`src/rtl/cascade_timer_pkg.sv`:
```
package cascade_timer_pkg;

  localparam int SEL_W = 2;

  typedef enum logic [SEL_W-1:0] {
    SEL_RELOAD = 2'd0,
    SEL_COUNT  = 2'd1,
    SEL_CTRL   = 2'd2,
    SEL_FLAG   = 2'd3
  } reg_sel_e;

  localparam int CTL_RUN   = 0;
  localparam int CTL_IE    = 1;
  localparam int CTL_CHAIN = 2;
  localparam int CTL_W     = 3;

  typedef struct packed {
    logic chain;
    logic ie;
    logic run;
  } chan_ctrl_t;

endpackage

```
`src/rtl/cascade_timer_chan.sv`:
```
module cascade_timer_chan
  import cascade_timer_pkg::*;
#(
  parameter int CNT_W     = 32,
  parameter bit CAN_CHAIN = 1'b1
) (
  input  logic             clk,
  input  logic             rst,
  input  logic             reload_we,
  input  logic             ctrl_we,
  input  logic             flag_we,
  input  logic [CNT_W-1:0] wdata,
  input  logic             below_evt,
  output logic             evt_o,
  output logic [CNT_W-1:0] count_o,
  output logic [CNT_W-1:0] reload_o,
  output chan_ctrl_t       ctrl_o,
  output logic             flag_o,
  output logic             irq_o,
  output logic             trig_o
);

  logic [CNT_W-1:0] reload_q;
  logic [CNT_W-1:0] count_q;
  chan_ctrl_t       ctrl_q;
  chan_ctrl_t       ctrl_d;
  logic             flag_q;
  logic             flag_d;
  logic             irq_q;
  logic             trig_q;
  logic             chained;
  logic             step;
  logic             evt;
  logic             start;

  // channel 0 is built with CAN_CHAIN = 0, so its chain bit is inert
  assign chained = CAN_CHAIN && ctrl_q.chain;
  assign step    = ctrl_q.run && (chained ? below_evt : 1'b1);
  assign evt     = step && (count_q == '0);
  assign start   = ctrl_we && wdata[CTL_RUN] && !ctrl_q.run;

  always_comb begin
    ctrl_d = ctrl_q;
    if (ctrl_we) ctrl_d = chan_ctrl_t'(wdata[CTL_W-1:0]);
  end

  // expiry wins over a simultaneous write-one-to-clear
  assign flag_d = evt || (flag_q && !(flag_we && wdata[0]));

  always_ff @(posedge clk) begin
    if (rst) begin
      reload_q <= '0;
      count_q  <= '0;
      ctrl_q   <= '0;
      flag_q   <= 1'b0;
      irq_q    <= 1'b0;
      trig_q   <= 1'b0;
    end else begin
      if (reload_we) reload_q <= wdata;
      ctrl_q <= ctrl_d;
      if (start)     count_q <= reload_q;
      else if (evt)  count_q <= reload_q;
      else if (step) count_q <= count_q - 1'b1;
      flag_q <= flag_d;
      irq_q  <= flag_d && ctrl_d.ie;
      trig_q <= evt;
    end
  end

  assign evt_o    = evt;
  assign count_o  = count_q;
  assign reload_o = reload_q;
  assign ctrl_o   = ctrl_q;
  assign flag_o   = flag_q;
  assign irq_o    = irq_q;
  assign trig_o   = trig_q;

endmodule

```
`src/rtl/cascade_timer_regs.sv`:
```
module cascade_timer_regs
  import cascade_timer_pkg::*;
#(
  parameter int NUM_CH = 4,
  parameter int CNT_W  = 32,
  localparam int CH_W   = (NUM_CH > 1) ? $clog2(NUM_CH) : 1,
  localparam int ADDR_W = CH_W + SEL_W
) (
  input  logic              clk,
  input  logic              rst,
  input  logic              wr_en,
  input  logic [ADDR_W-1:0] wr_addr,
  input  logic [ADDR_W-1:0] rd_addr,
  input  logic [CNT_W-1:0]  reload_all [NUM_CH],
  input  logic [CNT_W-1:0]  count_all  [NUM_CH],
  input  chan_ctrl_t        ctrl_all   [NUM_CH],
  input  logic [NUM_CH-1:0] flag_all,
  output logic [NUM_CH-1:0] reload_we,
  output logic [NUM_CH-1:0] ctrl_we,
  output logic [NUM_CH-1:0] flag_we,
  output logic [CNT_W-1:0]  rd_data
);

  logic [CH_W-1:0] wr_ch;
  reg_sel_e        wr_sel;
  logic [CH_W-1:0] rd_ch;
  reg_sel_e        rd_sel;
  logic [CNT_W-1:0] rd_next;

  assign wr_ch  = wr_addr[ADDR_W-1:SEL_W];
  assign wr_sel = reg_sel_e'(wr_addr[SEL_W-1:0]);
  assign rd_ch  = rd_addr[ADDR_W-1:SEL_W];
  assign rd_sel = reg_sel_e'(rd_addr[SEL_W-1:0]);

  generate
    for (genvar i = 0; i < NUM_CH; i++) begin : g_dec
      logic hit;
      assign hit          = wr_en && (wr_ch == CH_W'(i));
      assign reload_we[i] = hit && (wr_sel == SEL_RELOAD);
      assign ctrl_we[i]   = hit && (wr_sel == SEL_CTRL);
      assign flag_we[i]   = hit && (wr_sel == SEL_FLAG);
    end
  endgenerate

  always_comb begin
    rd_next = '0;
    for (int i = 0; i < NUM_CH; i++) begin
      if (rd_ch == CH_W'(i)) begin
        case (rd_sel)
          SEL_RELOAD: rd_next = reload_all[i];
          SEL_COUNT:  rd_next = count_all[i];
          SEL_CTRL:   rd_next = {{(CNT_W-CTL_W){1'b0}}, ctrl_all[i]};
          SEL_FLAG:   rd_next = {{(CNT_W-1){1'b0}}, flag_all[i]};
          default:    rd_next = '0;
        endcase
      end
    end
  end

  always_ff @(posedge clk) begin
    if (rst) rd_data <= '0;
    else     rd_data <= rd_next;
  end

endmodule

```
`src/rtl/cascade_timer.sv`:
```
module cascade_timer
  import cascade_timer_pkg::*;
#(
  parameter int NUM_CH = 4,
  parameter int CNT_W  = 32,
  localparam int CH_W   = (NUM_CH > 1) ? $clog2(NUM_CH) : 1,
  localparam int ADDR_W = CH_W + SEL_W
) (
  input  logic              clk,
  input  logic              rst,
  input  logic              wr_en,
  input  logic [ADDR_W-1:0] wr_addr,
  input  logic [CNT_W-1:0]  wr_data,
  input  logic [ADDR_W-1:0] rd_addr,
  output logic [CNT_W-1:0]  rd_data,
  output logic [NUM_CH-1:0] irq,
  output logic [NUM_CH-1:0] trig
);

  logic [CNT_W-1:0]  reload_all [NUM_CH];
  logic [CNT_W-1:0]  count_all  [NUM_CH];
  chan_ctrl_t        ctrl_all   [NUM_CH];
  logic [NUM_CH-1:0] flag_all;
  logic [NUM_CH-1:0] evt_all;
  logic [NUM_CH-1:0] below_all;
  logic [NUM_CH-1:0] run_all;
  logic [NUM_CH-1:0] ie_all;
  logic [NUM_CH-1:0] chain_all;
  logic [NUM_CH-1:0] reload_we;
  logic [NUM_CH-1:0] ctrl_we;
  logic [NUM_CH-1:0] flag_we;

  cascade_timer_regs #(
    .NUM_CH(NUM_CH),
    .CNT_W (CNT_W)
  ) regs_i (
    .clk       (clk),
    .rst       (rst),
    .wr_en     (wr_en),
    .wr_addr   (wr_addr),
    .rd_addr   (rd_addr),
    .reload_all(reload_all),
    .count_all (count_all),
    .ctrl_all  (ctrl_all),
    .flag_all  (flag_all),
    .reload_we (reload_we),
    .ctrl_we   (ctrl_we),
    .flag_we   (flag_we),
    .rd_data   (rd_data)
  );

  generate
    for (genvar i = 0; i < NUM_CH; i++) begin : g_ch
      if (i == 0) begin : g_head
        assign below_all[i] = 1'b0;
      end else begin : g_link
        assign below_all[i] = evt_all[i-1];
      end

      cascade_timer_chan #(
        .CNT_W    (CNT_W),
        .CAN_CHAIN(i != 0)
      ) chan_i (
        .clk      (clk),
        .rst      (rst),
        .reload_we(reload_we[i]),
        .ctrl_we  (ctrl_we[i]),
        .flag_we  (flag_we[i]),
        .wdata    (wr_data),
        .below_evt(below_all[i]),
        .evt_o    (evt_all[i]),
        .count_o  (count_all[i]),
        .reload_o (reload_all[i]),
        .ctrl_o   (ctrl_all[i]),
        .flag_o   (flag_all[i]),
        .irq_o    (irq[i]),
        .trig_o   (trig[i])
      );

      assign run_all[i]   = ctrl_all[i].run;
      assign ie_all[i]    = ctrl_all[i].ie;
      assign chain_all[i] = ctrl_all[i].chain;
    end
  endgenerate

endmodule

```
`config.mk`:
```
export PLATFORM = sky130hd
export DESIGN_NAME = cascade_timer
export DESIGN_NICKNAME = d
export VERILOG_FILES = /design/src/rtl/cascade_timer_pkg.sv /design/src/rtl/cascade_timer_chan.sv /design/src/rtl/cascade_timer_regs.sv /design/src/rtl/cascade_timer.sv
export SDC_FILE = /design/constraint.sdc
export NUM_CORES = 1
export LEC_CHECK = 0
export ABC_AREA = 1
export BUFFER_PORTS_ARGS = -buffer_cell sky130_fd_sc_hd__buf_2
export CAP_MARGIN = 20
export CORE_MARGIN = 2
export CORE_UTILIZATION = 40
export CTS_BUF_LIST = sky130_fd_sc_hd__clkbuf_4
export DETAILED_ROUTE_END_ITERATION = 8
export GPL_TIMING_DRIVEN = 0
export SYNTH_ARGS = -nofsm -noshare
export SYNTH_HDL_FRONTEND = slang
export SYNTH_SLANG_ARGS = --single-unit
```
`constraint.sdc`:
```
create_clock -name clk -period 2.9 [get_ports clk]
set_clock_uncertainty 0.1 [all_clocks]
set_input_delay 0.29 -clock clk [delete_from_list [all_inputs] [get_ports clk]]
set_output_delay 0.29 -clock clk [all_outputs]
set_load 0.01 [all_outputs]
```
; Word level (Yosys, flattened, before mapping)
; Index checks and enable logic that the tools add are counted.
[word_totals]
regBits = 312
output_inout_bits = 40
word_cells = 142
[op_classes]
n_addsub = 4
n_eq_ne = 11
mux = 27
n_reduce_logical = 67
[op_table]
columns = operator, count
row1 = 2-to-1 mux 32 bit, 16
row2 = one-hot mux 32 bit (4 select lines), 4
row3 = logical NOT 32 bit, 4
row4 = subtractor 32 x 1 -> 32 bit (second input constant), 4
row5 = logical AND 1 bit, 43
row6 = == test 2 bit (second input constant), 8
row7 = nonzero test 3 bit, 4
row8 = logical NOT 1 bit, 8
row9 = logical NOT 2 bit, 4
row10 = 2-to-1 mux 2 bit, 4
row11 = == test 2 x 1 -> 1 bit (second input constant), 3
row12 = logical OR 1 bit, 4
row13 = 2-to-1 mux 1 bit, 3

; Logic depth before layout (Yosys ltp)
; Gate-level depths: netlist (run 1).
[logic_depth]
word_depth = 13
ltp_mapped = 19
ltp_nobuf = 18

; By module
; Synthesis (run 1) repeated with hierarchy kept, for this count alone.
[unflattened]
hier_cells = 2979
area_unflattened_um2 = 18594.1
[modules_own_cells]
columns = module, instances, cells_per_inst, area_per_inst_um2, seq_area_each_um2
row1 = cascade_timer_chan at g_ch[1].chan_i ..., 2, 584, 3776.1, 1401.3
row2 = cascade_timer_chan at g_ch[3].chan_i, 1, 594, 3860.0, 1401.3
row3 = cascade_timer_chan at g_ch[0].chan_i, 1, 566, 3767.4, 1401.3
row4 = cascade_timer_regs, 1, 650, 3410.8, 640.6
row5 = cascade_timer, 1, 1, 3.8, 0.0

; Worst setup path before layout (run 1)
; Ideal clock, no wire load.
[synth_timing]
kind = reg2reg
startpoint = register g_ch[2].chan_i.count_q[0]
endpoint = register g_ch[3].chan_i.count_q[10]
setup_ns = 0.117
arrival_time_ns = 2.031
required_time_ns = 2.683
path_slack_ns = 0.652
path_stages_with_launch = 15
period_less_slack_ns = 2.248
cell_sequence = dfxtp_1 > inv_1 > ha_1 > nand3_2 > nor2_4 > nand2_1 > nor4_1 > nand3_2 > nand2_2 > nand3_4 > nand2_8 > buf_12 > o21ai_0 > nor2_1 > nor2_1
[synth_between]
elab_chain_cells = 7
elab_cells_between_ends = 8
cone_classes = 3 x mux / 5 x reduce/logical
[synth_rtl]
columns = element, line
row1 = "start, declared", cascade_timer_chan.sv:24  ; logic [CNT_W-1:0] count_q;
row2 = "start signal, assigned", cascade_timer_chan.sv:61  ; if (start) count_q <= reload_q;
row3 = "start signal, assigned", cascade_timer_chan.sv:62  ; else if (evt) count_q <= reload_q;
row4 = "start signal, assigned", cascade_timer_chan.sv:63  ; else if (step) count_q <= count_q - 1'b1;
row5 = logical NOT 32 bit (*), cascade_timer_chan.sv:39  ; assign evt = step && (count_q == '0);
row6 = logical AND 1 bit (*), cascade_timer_chan.sv:39
row7 = 2-to-1 mux 1 bit (*), cascade_timer_chan.sv:38  ; assign step = ctrl_q.run && (chained ? below_evt : 1'b1);
row8 = logical AND 1 bit (*), cascade_timer_chan.sv:38
row9 = logical AND 1 bit, cascade_timer_chan.sv:39
row10 = 2-to-1 mux 32 bit, cascade_timer_chan.sv:62
row11 = 2-to-1 mux 32 bit, cascade_timer_chan.sv:61
row12 = "end signal, assigned", cascade_timer_chan.sv:61
row13 = "end signal, assigned", cascade_timer_chan.sv:62
row14 = "end signal, assigned", cascade_timer_chan.sv:63
row15 = "end, declared", cascade_timer_chan.sv:24
; Mark *: on every way between the ends. The rest lies on a longest branch, timed or not.
; A chain may end at the register's enable or synchronous reset.

; Worst setup path after layout (run 1)
[layout_timing]
startpoint = input rd_addr[0]
endpoint = register regs_i.rd_data[15]
[layout_between]
elab_chain_cells = 6
elab_cells_between_ends = 12
cone_classes = 3 x eq/ne / 8 x mux / 1 x reduce/logical
[layout_rtl]
columns = element, line
row1 = "start, declared", cascade_timer.sv:14  ; input logic [ADDR_W-1:0] rd_addr,
row2 = "== test 2 bit, or another cell as far along", cascade_timer_regs.sv:49  ; case (rd_sel)
row3 = one-hot mux 32 bit (4 select lines), cascade_timer_regs.sv:49
row4 = 2-to-1 mux 32 bit (3 in series), cascade_timer_regs.sv:48  ; if (rd_ch == CH_W'(i)) begin
row5 = 2-to-1 mux 32 bit (*), cascade_timer_regs.sv:48
row6 = "end signal, assigned", cascade_timer_regs.sv:62  ; else rd_data <= rd_next;
row7 = "end, declared", cascade_timer_regs.sv:21  ; output logic [CNT_W-1:0] rd_data
; Marks and branches as above.

==> summary.json, run 1 <==
{
  "outcome": "finished with violations",
  "violations": "design-rule violations, negative setup slack",
  "globalRouteOverflowTotal": 0,
  "dominantRegCellSynth": "sky130_fd_sc_hd__dfxtp_1",
  "fill_cells": 4440,
  "p_total_mw": 11.1,
  "buffers_added_on_ports": 81,
  "multi_input_area_sq_um": 8870,
  "maxSlewViolCount": 0,
  "synth_top_area_share": 0.365,
  "synth_enable_flop_cells": 0,
  "seqCellArea_sq_um": 6250,
  "timing.slew.headroom": 0.223,
  "dieArea_sq_um": 44500,
  "most_repeated_library_cell_on_the_critical_path": "sky130_fd_sc_hd__clkbuf_1",
  "netlist_top_cells_area": "sky130_fd_sc_hd__dfxtp_1 36%, sky130_fd_sc_hd__o21ai_0 8.7%, sky130_fd_sc_hd__nand2_1 8.2%, sky130_fd_sc_hd__a21oi_1 7.7%, sky130_fd_sc_hd__inv_1 6.9%",
  "yosys_reg_bits": 312,
  "final_antenna_net_count": 0,
  "sequential_share_of_the_synthesized_area": 0.365,
  "dp.cells": 3114,
  "timing.critical_path.from_type": "primary input",
  "ys_types": 55,
  "via_count_of_the_first_global_routing_pass": 17800,
  "static_leak_nw": 8.42,
  "max-clock-path-buffers": 3,
  "coreArea_sq_um": 42100,
  "irDropWorstVdd_uv": 233,
  "holdCritPathClass": "in2reg",
  "ys.warnings.count": 0,
  "synthArstFlopShare": 0,
  "final_hold_slack_ns": 0.0970,
  "crit_path_max_fanout": 10,
  "final_hold_viols": 0,
  "stdcell_count": 3333,
  "cts_buffers": 92,
  "hpwl_um": 58800,
  "std_cell_rows": 75,
  "gp_congestion": 1.10,
  "synth.net_count": 2542,
  "unrepaired_setup_endpoints_after_global_routing": "no",
  "clkLatencyLatePin_ns": 0.87,
  "clk_root_buffer_cell": "sky130_fd_sc_hd__clkbuf_4",
  "crit_path_max_delay_cell_type": "sky130_fd_sc_hd__buf_1",
  "max_stage_delay_ns": 0.92,
  "worst_setup_end_kind": "flip-flop",
  "die_width_um": 211,
  "nets_final": 2771,
  "arr_time_crit_path_ns": 3.55,
  "totalWireLength_um": 79600,
  "die-height_um": 211,
  "synth_cells": 2493,
  "cts_tree": "done",
  "remaining_drc_errors": 2,
  "fmax_mhz": 330,
  "cts.htree.levels": 3,
  "grt_max_degree": 13,
  "drt_iter0_drc": 2416,
  "yosys.area.top_type": "sky130_fd_sc_hd__dfxtp_1",
  "initial_utilization": 0.406,
  "io-pin-count": 83,
  "post_drt_wl_per_cell_um": 23.9,
  "final.setup.worst_slack_ns": -0.134,
  "fraction_of_layout_instances_using_a_drive_strength_above_1": 0.144,
  "netlist_area_before_placement_sq_um": 17100,
  "synthesis.area_per_instance_sq_um": 6.87,
  "timing.final.crit_period_ns": 3.03,
  "via_per_inst": 5.79,
  "critical_path.top_delay_family": "buffers and inverters",
  "numClockSinks": 312,
  "finalSetupViolCount": 5,
  "pin_slew_with_the_least_headroom_to_its_limit_ns": 1.17,
  "power.density_cell_area_nw_per_um2": 554,
  "max_cap_viol_count": 0,
  "critical_path_required_ns": 3.42,
  "worstPathCellList": "clkbuf_1 > nand2_1 > clkbuf_1 > buf_1 > clkbuf_1 > o22ai_1 > nand2_1 > a41oi_1",
  "detailedRoute.firstPassIterationCount": 9,
  "bufs_and_invs_on_worst_path": 4,
  "global_route.usage.total": 0.354,
  "grt_antenna_before_repair": 4,
  "num_vias": 19300,
  "clk_pin_slew_ns": 0.07,
  "crit_type": "in2reg",
  "grt_pass1_wl_um": 115000,
  "min_period_over_period": 1.05,
  "synthToLayoutAreaGrowth_pct": 16.8
}
[state kept, by name, indices dropped and copies added, names as in the netlist]
| signal | flops |
|---|---|
| g_ch.chan_i.irq_o | 4 |
| g_ch.chan_i.step | 1 |
| g_ch.chan_i.trig_o | 4 |
| g_ch.chan_i.ctrl_o | 8 |
| g_ch.chan_i.chained | 3 |
| g_ch.chan_i.count_o | 128 |
| g_ch.chan_i.flag_o | 4 |
| regs_i.rd_data | 32 |
| g_ch.chan_i.reload_o | 128 |
[cells in the final DEF (no fill, tap or decap), drive strengths merged, types with 5 or more instances in the layout]
cell	n
buf	139
nor4	17
o221ai	6
inv	352
nand4	18
nor2	216
o211ai	18
o21ai	306
a31oi	11
nand2	393
o31ai	5
clkbuf	240
a41oi	8
a221oi	13
o22ai	101
nor3	30
xor2	85
ha	6
dfxtp	312
dlygate4sd3	48
a22o	13
a21oi	268
clkinv	25
nand3	139
[layout make-up]
| cell class | count | share of cell area |
|---|---|---|
| Multi-Input combinational cell | 1675 | 0.443 |
| Sequential cell | 312 | 0.312 |
| Inverter | 351 | 0.0660 |
| Clock buffer | 137 | 0.0514 |
| Timing Repair Buffer | 135 | 0.0469 |
| Buffer | 155 | 0.0380 |
| Tap cell | 539 | 0.0337 |
| Clock inverter | 28 | 0.00801 |
| Antenna cell | 1 | 0.000125 |
[routing by layer]
metal  vias up  track usage  part of all wire
met2      1164        0.527              0.42
li1       8844            -                 -
met4         2        0.241             0.075
met3       274       0.0836              0.11
met5         -            0           0.00020
met1      9004        0.453              0.40
[report_power, final]
group / switching (mW) / total (mW) / internal, mW
logic: 1.47 / 2.19 / 0.720
clock network: 2.10 / 4.42 / 2.32
registers: 0.0786 / 4.46 / 4.39
[worst register-to-register path: stages (launching register included)]
cell                      delay, ns
sky130_fd_sc_hd__dfxtp_1       0.39
sky130_fd_sc_hd__inv_4         0.15
sky130_fd_sc_hd__ha_1          0.25
sky130_fd_sc_hd__nand3_4       0.14
sky130_fd_sc_hd__nor2_4        0.14
sky130_fd_sc_hd__nand2_1       0.10
sky130_fd_sc_hd__nor4_4        0.41
sky130_fd_sc_hd__nand3_2       0.17
sky130_fd_sc_hd__nand2_2       0.12
sky130_fd_sc_hd__nand3_4       0.18
sky130_fd_sc_hd__nand2_8       0.15
sky130_fd_sc_hd__buf_6         0.15
sky130_fd_sc_hd__nand2_1       0.09
sky130_fd_sc_hd__nand3_1       0.08
sky130_fd_sc_hd__a21oi_1       0.06
[repair_timing]
item	CTS	global route
pin swaps	3	4
endpoints found under the hold margin	150	0
gates resized for setup	10	16
hold buffers	48	0
buffers inserted	2	3
setup endpoints to repair	68	71
[cells in the mapped netlist (all sizes together) (2+ instances only)]
cell type,count
a22o,13
ha,6
nand4,18
a21oi,268
clkbuf,101
nor2,216
xnor2,4
nand3,139
nor3,30
nor4,17
a311oi,2
buf,54
nand3b,3
inv,350
a31oi,11
o2111ai,4
nor3b,2
o31ai,5
o221ai,6
a211oi,3
a41oi,8
a221oi,13
xor2,85
o21ai,306
o211ai,18
o22ai,101
nand2,393
dfxtp,312
[kinds of logic after synthesis]
kind of cell | share of synthesized area
adder cells (fa/ha/maj) | 0.00438
buffers and inverters | 0.120
AND/OR/NAND/NOR | 0.219
flip-flops | 0.365
XOR/XNOR | 0.0455
AO/OA/AOI/OAI | 0.246
[path summary, 6_finish.rpt]
path                         startpoint                          to  slack, ns  depth (start not counted)
max                          rd_addr[0]          regs_i.rd_data[15]      -0.13                          8
min reg2reg  g_ch[0].chan_i.count_o[30]  g_ch[0].chan_i.count_o[30]       0.38                          2
max reg2reg   g_ch[2].chan_i.count_o[0]  g_ch[3].chan_i.count_o[24]       0.04                         14
min                          rd_addr[2]          regs_i.rd_data[25]        0.1                          4
[through the flow]
| step | util | cell area, sq um | worst slack [ns] | setup TNS (ns) |
|---|---|---|---|---|
| global route | 0.475 | 20000 | 0.000234 | 0 |
| floorplan | - | 17100 | 0.652 | 0 |
| CTS | 0.473 | 19900 | 0.0135 | 0 |
| global placement | 0.432 | 18200 | -0.737 | -39.68 |
| finish | 0.475 | 20000 | -0.134 | -0.370 |
| detailed placement | 0.432 | 18200 | -0.697 | -38.81 |
No activity file was read; power rests on OpenSTA's default activity.
==> run 2: changes to the inputs <==
--- a/config.mk
+++ b/config.mk
@@ -9,5 +9,4 @@
 export BUFFER_PORTS_ARGS = -buffer_cell sky130_fd_sc_hd__buf_2
 export CAP_MARGIN = 20
-export CORE_MARGIN = 2
 export CORE_UTILIZATION = 40
 export CTS_BUF_LIST = sky130_fd_sc_hd__clkbuf_4
==> constraint.sdc (replaced) <==
create_clock -name clk -period 3.7 [get_ports clk]
set_clock_uncertainty 0.1 [all_clocks]
set_input_delay 0.74 -clock clk [delete_from_list [all_inputs] [get_ports clk]]
set_output_delay 0.74 -clock clk [all_outputs]
set_load 0.01 [all_outputs]
==> summary.json, run 2 (synthesized netlist as in run 1, its figures left out) <==
{
  "crit_path_max_fanout": {"value": 10, "change": "unchanged"},
  "detailedRoute.firstPassIterationCount": {"value": 7, "change": "was 9"},
  "static_leak": {"value": 8.12, "unit": "nW", "change": "was 8.42 nW"},
  "synthToLayoutAreaGrowth": {"value": 12.8, "unit": "%", "change": "was 16.8%"},
  "gp_congestion": {"value": 0.998, "change": "was 1.10"},
  "grt_pass1_wl": {"value": 114000, "unit": "um", "change": "was 115000 um"},
  "final.setup.worst_slack": {"value": 0.107, "unit": "ns", "change": "was -0.134 ns"},
  "via_count_of_the_first_global_routing_pass": {"value": 17500, "change": "was 17800"},
  "num_vias": {"value": 19200, "change": "was 19300"},
  "global_route.usage.total": {"value": 0.357, "change": "was 0.354"},
  "cts.htree.levels": {"value": 3, "change": "unchanged"},
  "finalSetupViolCount": {"value": 0, "change": "was 5"},
  "fraction_of_layout_instances_using_a_drive_strength_above_1": {"value": 0.139, "change": "was 0.144"},
  "maxSlewViolCount": {"value": 0, "change": "unchanged"},
  "die-height": {"value": 209, "unit": "um", "change": "was 211 um"},
  "critical_path.reg2reg.startpoint": {"value": "g_ch[2].chan_i.count_o[0]", "change": "unchanged"},
  "crit_type": {"value": "reg2reg", "change": "was in2reg"},
  "holdCritPathClass": {"value": "in2reg", "change": "unchanged"},
  "hpwl": {"value": 59600, "unit": "um", "change": "was 58800 um"},
  "ff2ff_path_depth": {"value": 14, "change": "unchanged"},
  "swShare": {"value": 0.336, "change": "was 0.330"},
  "worst_setup_end_kind": {"value": "flip-flop", "change": "unchanged"},
  "outcome": {"value": "finished, final reports clean", "change": "was finished with violations"},
  "pin_slew_with_the_least_headroom_to_its_limit": {"value": 1.07, "unit": "ns", "change": "was 1.17 ns"},
  "pwr-share-seq": {"value": 0.418, "change": "was 0.403"},
  "cp_launch_point": {"value": "g_ch[2].chan_i.count_o[0]", "change": "was rd_addr[0]"},
  "unrepaired_setup_endpoints_after_global_routing": {"value": "no", "change": "unchanged"},
  "part_of_the_power_in_the_clock_network": {"value": 0.384, "change": "was 0.399"},
  "final_hold_viols": {"value": 0, "change": "unchanged"},
  "met2_length": {"value": 33700, "unit": "um", "change": "was 33500 um"},
  "clk_pin_slew": {"value": 0.07, "unit": "ns", "change": "about the same"},
  "power.density_cell_area": {"value": 433, "unit": "nW/um^2", "change": "was 554 nW/um^2"},
  "max_stage_delay": {"value": 0.71, "unit": "ns", "change": "was 0.92 ns"},
  "final_antenna_net_count": {"value": 0, "change": "unchanged"},
  "totalWireLength": {"value": 79400, "unit": "um", "change": "was 79600 um"},
  "regToRegSetupSlack": {"value": 0.11, "unit": "ns", "change": "was 0.04 ns"},
  "clk_root_buffer_cell": {"value": "sky130_fd_sc_hd__clkbuf_4", "change": "unchanged"},
  "timing.critical_path.from_type": {"value": "flip-flop", "change": "was primary input"},
  "bufs_and_invs_on_worst_path": {"value": 2, "change": "was 4"},
  "initial_utilization": {"value": 0.406, "change": "unchanged"},
  "p_int": {"value": 5.55, "unit": "mW", "change": "was 7.43 mW"},
  "nets_final": {"value": 2714, "change": "was 2771"},
  "layout_common_cells": {"value": "376 x sky130_fd_sc_hd__nand2_1, 317 x sky130_fd_sc_hd__inv_1, 312 x sky130_fd_sc_hd__dfxtp_1", "change": "was 376 x sky130_fd_sc_hd__nand2_1, 315 x sky130_fd_sc_hd__inv_1, 312 x sky130_fd_sc_hd__dfxtp_1"},
  "coreArea": {"value": 42100, "unit": "sq um", "change": "unchanged"},
  "cts_tree": {"value": "done", "change": "unchanged"},
  "wl_met3": {"value": 7740, "unit": "um", "change": "was 8550 um"},
  "via_per_inst": {"value": 5.85, "change": "was 5.79"},
  "irDropWorstVdd": {"value": 163, "unit": "uV", "change": "was 233 uV"},
  "post_cts_resized": {"value": 0, "change": "was 10"},
  "globalRouteOverflowTotal": {"value": 0, "change": "unchanged"},
  "wl_met1": {"value": 32100, "unit": "um", "change": "was 31600 um"},
  "routed.top_layer": {"value": "met5", "change": "unchanged"},
  "post-cts-setup-buffer-count": {"value": 0, "change": "was 2"},
  "power.combinational.fraction": {"value": 0.197, "change": "was 0.198"},
  "finalCoreUtilization": {"value": 0.459, "change": "was 0.475"},
  "drt_iter0_drc": {"value": 2412, "change": "was 2416"},
  "timing.slew.headroom": {"value": 0.286, "change": "was 0.223"},
  "mostFrequentLayoutCell": {"value": "sky130_fd_sc_hd__nand2_1", "change": "unchanged"},
  "max_cap_viol_count": {"value": 0, "change": "unchanged"},
  "min_period_over_period": 0.971,
  "dieArea": {"value": 43600, "unit": "sq um", "change": "was 44500 sq um"},
  "arr_time_crit_path": {"value": 4.19, "unit": "ns", "change": "was 3.55 ns"},
  "crit_cells": {"value": 14, "change": "was 8"},
  "std_cell_rows": {"value": 75, "change": "unchanged"},
  "hold_buffers": {"value": 0, "change": "was 48"},
  "remaining_drc_errors": {"value": 0, "change": "was 2"},
  "final_hold_slack": {"value": 0.173, "unit": "ns", "change": "was 0.0970 ns"},
  "fmax_mhz": 278,
  "grt_max_degree": {"value": 13, "change": "unchanged"},
  "cts_buffers": {"value": 89, "change": "was 92"},
  "endpoint": {"value": "g_ch[3].chan_i.count_o[22]", "change": "was regs_i.rd_data[15]"},
  "buffers_added_on_ports": {"value": 81, "change": "unchanged"},
  "setup-tns-final": {"value": 0, "unit": "ns", "change": "was -0.370 ns"},
  "crit_path_max_delay_cell_type": {"value": "sky130_fd_sc_hd__nor4_1", "change": "was sky130_fd_sc_hd__buf_1"},
  "clkLatencyLatePin": {"value": 0.85, "unit": "ns", "change": "was 0.87 ns"},
  "detailedPlace.worstSlack": {"value": -0.271, "unit": "ns", "change": "was -0.697 ns"},
  "total_switching_power": {"value": 2.81, "unit": "mW", "change": "was 3.65 mW"},
  "die_width": {"value": 209, "unit": "um", "change": "was 211 um"},
  "timing.rr.end": {"value": "g_ch[3].chan_i.count_o[22]", "change": "was g_ch[3].chan_i.count_o[24]"},
  "fill_cells": {"value": 4471, "change": "was 4440"},
  "critical_path.top_delay_family": {"value": "simple AND/OR/NAND/NOR gates", "change": "was buffers and inverters"},
  "io-pin-count": {"value": 83, "change": "unchanged"},
  "grt_antenna_before_repair": {"value": 6, "change": "was 4"},
  "post_drt_wl_per_cell": {"value": 24.2, "unit": "um", "change": "was 23.9 um"},
  "numClockSinks": {"value": 312, "change": "unchanged"},
  "worstPathCellList": {"value": "inv_1 > ha_1 > nand3_2 > nor2_4 > nand2_1 > nor4_1 > nand3_2 > nand2_2 > nand3_4 > nand2_8 > buf_6 > nand2_1 > nand3_1 > a21oi_1", "change": "was clkbuf_1 > nand2_1 > clkbuf_1 > buf_1 > clkbuf_1 > o22ai_1 > nand2_1 > a41oi_1"},
  "timing.final.crit_period_ns": 3.59,
  "critical_path_required": {"value": 4.29, "unit": "ns", "change": "was 3.42 ns"},
  "max-clock-path-buffers": {"value": 3, "change": "unchanged"}
}
run 2: power groups by stage:
stage / Clock (mW) / Combinational (mW) / Sequential (mW)
floorplan: 0 / 1.09 / 3.56
global placement: 0 / 1.58 / 3.57
detailed placement: 0 / 1.59 / 3.57
CTS: 3.24 / 1.60 / 3.50
global route: 3.43 / 1.77 / 3.50
finish: 3.21 / 1.65 / 3.50
run 2: per-stage QoR:
| stage | total power [mW] | instances | instance area (sq um) |
|---|---|---|---|
| after global placement | 5.15 | 3113 | 18200 |
| after CTS | 8.33 | 3274 | 19300 |
| after floorplan | 4.65 | 2493 | 17100 |
| final | 8.36 | 3281 | 19300 |
| after global routing | 8.71 | 3278 | 19300 |
| after detailed placement | 5.16 | 3113 | 18200 |
run 2: cell type report:
| cell class | instances | area [sq um] | area share |
|---|---|---|---|
| multi-input combinational | 1675 | 8820 | 0.456 |
| sequential | 312 | 6250 | 0.323 |
| inverter | 351 | 1320 | 0.0682 |
| clock buffer | 121 | 908 | 0.0470 |
| buffer | 155 | 743 | 0.0385 |
| tap | 539 | 674 | 0.0349 |
| timing repair buffer | 81 | 405 | 0.0210 |
| clock inverter | 40 | 194 | 0.0100 |
| antenna | 7 | 17.5 | 0.000906 |
run 2: how the worst min path moves through the flow:
stage	startpoint	end	slack (ns)	depth (start not counted)
2_1_floorplan	g_ch[1].chan_i.reload_o[3]	g_ch[1].chan_i.reload_o[3]	0.34	2
3_3_place_gp	g_ch[0].chan_i.count_o[30]	g_ch[0].chan_i.count_o[30]	0.35	2
3_5_place_dp	g_ch[0].chan_i.count_o[30]	g_ch[0].chan_i.count_o[30]	0.36	2
4_1_cts	wr_data[0]	g_ch[3].chan_i.ctrl_o[0]	0.14	3
5_1_grt	wr_data[0]	g_ch[3].chan_i.ctrl_o[0]	0.14	3
6_report	wr_data[0]	g_ch[3].chan_i.ctrl_o[0]	0.17	3
run 2: worst reg2reg max path, cell delays in order (launching register included):
cell and delay (ns):
sky130_fd_sc_hd__dfxtp_1 0.36, sky130_fd_sc_hd__inv_1 0.28, sky130_fd_sc_hd__ha_1 0.27, sky130_fd_sc_hd__nand3_2 0.22, sky130_fd_sc_hd__nor2_4 0.30, sky130_fd_sc_hd__nand2_1 0.08
sky130_fd_sc_hd__nor4_1 0.71, sky130_fd_sc_hd__nand3_2 0.21, sky130_fd_sc_hd__nand2_2 0.14, sky130_fd_sc_hd__nand3_4 0.19, sky130_fd_sc_hd__nand2_8 0.17, sky130_fd_sc_hd__buf_6 0.15
sky130_fd_sc_hd__nand2_1 0.11, sky130_fd_sc_hd__nand3_1 0.09, sky130_fd_sc_hd__a21oi_1 0.06
run 2: layer usage:
layer	track usage	up-vias
li1	-	8711
met1	0.465	9035
met2	0.531	1166
met3	0.0742	269
met4	0.240	4
met5	0	-
